## config.mk

```make
export PLATFORM = sky130hd
export DESIGN_NAME = chg_seq_ctrl
export DESIGN_NICKNAME = d
export VERILOG_FILES = /design/src/rtl/chg_pkg.sv /design/src/rtl/chg_sync.sv /design/src/rtl/chg_tick_gen.sv /design/src/rtl/chg_tick_counter.sv /design/src/rtl/chg_seq_ctrl.sv
export SDC_FILE = /design/constraint.sdc
export NUM_CORES = 1
export LEC_CHECK = 0
export ABC_AREA = 1
export BUFFER_PORTS_ARGS = -buffer_cell sky130_fd_sc_hd__buf_2
export CAP_MARGIN = 15
export CORE_ASPECT_RATIO = 0.9
export CORE_MARGIN = 3
export CORE_UTILIZATION = 51
export DETAILED_ROUTE_END_ITERATION = 8
export PLACE_DENSITY = 0.73
export RECOVER_POWER = 50
export SETUP_SLACK_MARGIN = 0.15
export SYNTH_ARGS = -nofsm -noshare
export SYNTH_HDL_FRONTEND = slang
export SYNTH_HIERARCHICAL = 1
export SYNTH_SLANG_ARGS = --single-unit
```

## constraint.sdc

```tcl
create_clock -name clk -period 1.4 [get_ports clk]
set_input_delay 0.07 -clock clk [delete_from_list [all_inputs] [get_ports clk]]
set_output_delay 0.07 -clock clk [all_outputs]
set_load 0.03 [all_outputs]
```

## src/rtl/chg_pkg.sv

```systemverilog
package chg_pkg;
    typedef enum logic [1:0] {
        MODE_OFF     = 2'd0,
        MODE_TRICKLE = 2'd1,
        MODE_CC      = 2'd2,
        MODE_CV      = 2'd3
    } mode_t;

    typedef enum logic [2:0] {
        ST_OFF,
        ST_TRICKLE,
        ST_CC,
        ST_CV,
        ST_DONE
    } chg_state_t;

    localparam int unsigned N_FLAGS = 7;
endpackage

```

## src/rtl/chg_sync.sv

```systemverilog
module chg_sync #(
    parameter int unsigned WIDTH  = 1,
    parameter int unsigned STAGES = 2
) (
    input  logic             clk,
    input  logic             rst_n,
    input  logic [WIDTH-1:0] d_i,
    output logic [WIDTH-1:0] q_o
);
    logic [WIDTH-1:0] pipe [STAGES];

    always_ff @(posedge clk or negedge rst_n) begin
        if (!rst_n) begin
            for (int i = 0; i < int'(STAGES); i++) pipe[i] <= '0;
        end else begin
            pipe[0] <= d_i;
            for (int i = 1; i < int'(STAGES); i++) pipe[i] <= pipe[i-1];
        end
    end

    assign q_o = pipe[STAGES-1];
endmodule

```

## src/rtl/chg_tick_gen.sv

```systemverilog
module chg_tick_gen (
    input  logic clk,
    input  logic rst_n,
    input  logic osc_s,
    output logic tick_o
);
    logic osc_prev;

    always_ff @(posedge clk or negedge rst_n) begin
        if (!rst_n) osc_prev <= 1'b0;
        else        osc_prev <= osc_s;
    end

    assign tick_o = osc_s & ~osc_prev;
endmodule

```

## src/rtl/chg_tick_counter.sv

```systemverilog
module chg_tick_counter #(
    parameter int unsigned LIMIT = 15,
    localparam int unsigned CW   = $clog2(LIMIT + 1)
) (
    input  logic          clk,
    input  logic          rst_n,
    input  logic          clr_i,
    input  logic          tick_i,
    output logic          done_o,
    output logic [CW-1:0] count_o
);
    localparam logic [CW-1:0] LIM = CW'(LIMIT);

    always_ff @(posedge clk or negedge rst_n) begin
        if (!rst_n)                        count_o <= '0;
        else if (clr_i)                    count_o <= '0;
        else if (tick_i && count_o != LIM) count_o <= count_o + 1'b1;
    end

    assign done_o = (count_o == LIM);
endmodule

```

## src/rtl/chg_seq_ctrl.sv

```systemverilog
module chg_seq_ctrl #(
    parameter int unsigned SYNC_STAGES = 2,
    parameter int unsigned QUAL_TICKS  = 15,
    parameter int unsigned BLANK_TICKS = 16,
    localparam int unsigned QW = $clog2(QUAL_TICKS + 1),
    localparam int unsigned BW = $clog2(BLANK_TICKS + 1)
) (
    input  logic       clk,
    input  logic       rst_n,
    input  logic       osc_i,
    input  logic       pwr_ok_i,
    input  logic       en_i,
    input  logic       bat_min_i,
    input  logic       bat_full_i,
    input  logic       bat_rchg_i,
    input  logic       i_low_i,
    output logic [1:0] mode_o,
    output logic       iref_tenth_o,
    output logic       status_pull_o
);
    import chg_pkg::*;

    logic [N_FLAGS-1:0] raw_flags, syn_flags;
    logic osc_s, pwr_s, en_s, min_s, full_s, rchg_s, ilow_s;
    logic tick;
    logic qual_clr, qual_done, blank_clr, blank_done;
    logic [QW-1:0] qual_cnt;
    logic [BW-1:0] blank_cnt;
    chg_state_t state, state_nx;
    mode_t      mode;

    assign raw_flags = {osc_i, pwr_ok_i, en_i, bat_min_i, bat_full_i, bat_rchg_i, i_low_i};
    assign {osc_s, pwr_s, en_s, min_s, full_s, rchg_s, ilow_s} = syn_flags;

    chg_sync #(.WIDTH(N_FLAGS), .STAGES(SYNC_STAGES)) i_sync (
        .clk(clk), .rst_n(rst_n), .d_i(raw_flags), .q_o(syn_flags)
    );

    chg_tick_gen i_tick (
        .clk(clk), .rst_n(rst_n), .osc_s(osc_s), .tick_o(tick)
    );

    // Qualification of the minimum flag, only while trickling
    assign qual_clr = (state != ST_TRICKLE) || !min_s;

    chg_tick_counter #(.LIMIT(QUAL_TICKS)) i_qual (
        .clk(clk), .rst_n(rst_n), .clr_i(qual_clr), .tick_i(tick),
        .done_o(qual_done), .count_o(qual_cnt)
    );

    // Blanking window that starts when the recharge level is exceeded
    assign blank_clr = !rchg_s || (state == ST_OFF);

    chg_tick_counter #(.LIMIT(BLANK_TICKS)) i_blank (
        .clk(clk), .rst_n(rst_n), .clr_i(blank_clr), .tick_i(tick),
        .done_o(blank_done), .count_o(blank_cnt)
    );

    always_comb begin
        state_nx = state;
        if (!pwr_s || !en_s) begin
            state_nx = ST_OFF;
        end else begin
            unique case (state)
                ST_OFF:     state_nx = ST_TRICKLE;
                ST_TRICKLE: if (qual_done) state_nx = ST_CC;
                ST_CC:      if (full_s) state_nx = ST_CV;
                ST_CV:      if (ilow_s && rchg_s && blank_done) state_nx = ST_DONE;
                ST_DONE:    if (!rchg_s) state_nx = ST_TRICKLE;
                default:    state_nx = ST_OFF;
            endcase
        end
    end

    always_ff @(posedge clk or negedge rst_n) begin
        if (!rst_n) state <= ST_OFF;
        else        state <= state_nx;
    end

    always_comb begin
        mode          = MODE_OFF;
        iref_tenth_o  = 1'b0;
        status_pull_o = 1'b0;
        unique case (state)
            ST_OFF: begin
                mode = MODE_OFF;
            end
            ST_TRICKLE: begin
                mode          = MODE_TRICKLE;
                iref_tenth_o  = 1'b1;
                status_pull_o = 1'b1;
            end
            ST_CC: begin
                mode          = MODE_CC;
                status_pull_o = 1'b1;
            end
            ST_CV: begin
                mode          = MODE_CV;
                status_pull_o = 1'b1;
            end
            ST_DONE: begin
                mode = MODE_CV;
            end
            default: mode = MODE_OFF;
        endcase
    end

    assign mode_o = mode;
endmodule

```

==> qor.yml <==
status:
  status: "finished with violations"
  violations: "setup timing"
critical_path:
  arrival_ps: 1640
  slowest_stage: "dfrtp_1"
  path_delay_family: "buffers and inverters"
  worst-path-stages: 11
  startpoint_type: "register"
  r2r_start: "i_blank/count_o[1]"
  crit_path_cell_trace: "inv_2, ha_4, nand2_2, inv_2, nand2_2, buf_4, buf_4, nand2_4, nand2_4, nand2_1, nand2_1"
  critPathKind: "register to register"
  cp.required_ps: 1630
  r2r_end: "i_blank/count_o[3]"
  path_max_fanout: 4
  endpoint_kind: "register"
  cp_slowest_stage_delay_ps: 420
  r2r_cells: 11
  r2r_slack_ps: -10
  cp.buffers_inverters: 4
clock_network:
  clockBufferDepth: 2
  clk_latency_ps: 320
  path_clk_slew_ps: 140
  cts_root_buf: "clkbuf_4"
  h-tree-depth: 1
  cts_sinks: 27
  cts_tree: "done"
  numCtsBuffers: 3
yosys:
  ys_seq_area_frac: 0.5197
  netlist_top_cells_count: "dfrtp_1, nand2_1, inv_1"
  synth_area_leaders: "dfrtp_1, nand2_1, nand3_1, inv_1, buf_4"
  syn-num-nets: 152
  synth-seq-cells: 27
  yosysWarnings: 6
  synth_top_area_frac: 0.5197
  synth_edf_count: 0
  syn_area_per_cell_um2: 9.286
  postSynthCellCount: 140
  netlist_area_um2: 1300
  yosysTopAreaCell: "dfrtp_1"
  ys_types: 21
  synthFlopType: "dfrtp_1"
  synthArstFlopShare: 1.000
route:
  drtIter0Drc: 19
  via_per_inst: 4.768
  wire_per_inst_um: 10.90
  first_pass_iters: 4
  drc_errors: 0
  route.vias.total: 968
  ant_nets: 0
  wl_um: 2213
global_routing:
  grt_pass1_wl_um: 3767
  grt_pass1_vias: 911
  grt_max_degree: 28
  track_usage: 0.1627
  overflow: 0
  antenna_found_initial: 0
placement:
  port_buffers: 12
  place_congestion: 0.8335
  post-dp-hpwl_um: 1527
timing:
  fmax_mhz: 708.4
  fin_ws_ps: -11.69
  rsz0062_at_grt: "yes"
  fin_crit_sh: 1.008
  fin_crit_ps: 1412
  slew_headroom: 0.5746
  tightestPinTransition_ps: 638.2
  finalMaxSlewViolations: 0
  hold_violations: 0
  hold_ws_ps: 274.7
  skew_ps: 1.108
  setup_viol: 2
power:
  p_total_mw: 1.415
  power_density_nw_per_um2: 847.7
  leakagePower_nw: 0.8600
  max-vdd-ir-drop_v: 0.0008411
layout:
  nets: 189
  drive_above_1_share: 0.3920
  insertedDiodeCount: 0
  syn_to_final_growth_pct: 28.39
  fill_cells: 155
die:
  die_x_um: 59.22
  ios: 13
  rows: 16
  die_area_um2: 3192
  core-area_um2: 2302
  fp.dieH_um: 53.90
  start_util: 0.5647
flow_run:
  maxCapViolations: 0
worst_hold_path:
  hold_path_class: "input pin to asynchronous set/reset pin"
[cells by family (layout without fill, tap and decap cells)]
| logic type | Yosys count | count (layout) | share of synthesized area |
|---|---|---|---|
| AOI/OAI and AO/OA | 8 | 8 | 0.03946 |
| xor gates and xnor gates | 2 | 2 | 0.01348 |
| adders and majority gates | 3 | 3 | 0.02888 |
| buffers and inverters | 30 | 66 | 0.1174 |
| DFF | 27 | 27 | 0.5197 |
| and+or+nand+nor | 70 | 70 | 0.2810 |
[cell usage in the layout (no fill, tap or decap), types with 2 or more instances in the layout]
master	n
nand3_2	2
clkbuf_4	3
nand2_1	26
nor2_2	6
buf_4	18
inv_1	13
nand4_1	6
buf_2	7
nor2_1	6
o21ai_2	5
nor2_4	5
nand2_4	3
nand2_2	2
dfrtp_1	27
dlygate4sd3_1	8
buf_6	5
inv_2	8
nand3_1	14
[state kept, by name (all words and copies together) (netlist names)]
register and flops:
i_blank/count_o 5, i_qual/count_o 4, i_sync/pipe 7, i_sync/q_o 7, i_tick/osc_prev 1, state 3
[routing by layer]
layer	track usage	wire length, um
met5	0	0
met4	0.06792	36
met3	0.04317	91
met2	0.2745	1063
met1	0.1972	1022
[worst max-delay path by stage]
stage | slack (ps) | endpoint | from
floorplan | 40 | state[1] | i_blank/count_o[0]
global placement | 30 | state[1] | i_blank/count_o[0]
detailed placement | -20 | state[1] | i_blank/count_o[0]
CTS | -6 | state[1] | i_blank/count_o[0]
global route | -120 | state[1] | i_blank/count_o[1]
finish | -10 | i_blank/count_o[3] | i_blank/count_o[1]
[metrics by stage]
stage / setup TNS, ps / setup WS, ps / area (um^2) / utilization / instances
final: -19.79 / -11.69 / 1669 / 0.7250 / 203
after CTS: -6.074 / -6.074 / 1594 / 0.6924 / 199
after global routing: -576.8 / -121.5 / 1669 / 0.7250 / 203
after global placement: 0 / 26.31 / 1386 / 0.6022 / 178
after floorplan: 0 / 38.24 / 1300 / - / 140
after detailed placement: -20.22 / -20.22 / 1386 / 0.6022 / 178
[worst reg2reg max path, stage by stage (launching register included)]
cell and delay (ps):
dfrtp_1 420, inv_2 90, ha_4 130, nand2_2 50, inv_2 60, nand2_2 50
buf_4 130, buf_4 140, nand2_4 70, nand2_4 60, nand2_1 60, nand2_1 50
[layout make-up]
cell class	count	area, um^2	area share
multi-input combinational	83	516.7	0.3096
sequential	27	675.6	0.4048
timing repair buffer	39	311.5	0.1867
tap	27	33.78	0.02024
clock buffer	3	22.52	0.01349
inverter	23	100.1	0.05997
clock inverter	1	8.758	0.005247
[power breakdown]
| group | internal [mW] | switching, mW |
|---|---|---|
| combinational | 0.116 | 0.129 |
| clock | 0.116 | 0.228 |
| sequential | 0.808 | 0.0162 |
[timing repair]
action / CTS / global route
hold endpoints to repair: 34 / 0
resized for setup: 12 / 13
setup buffers: 9 / 4
hold buffers: 8 / 0
pin swaps: 3 / 7
endpoints found under the setup margin: 12 / 16
(Power assumes the default switching activity.)
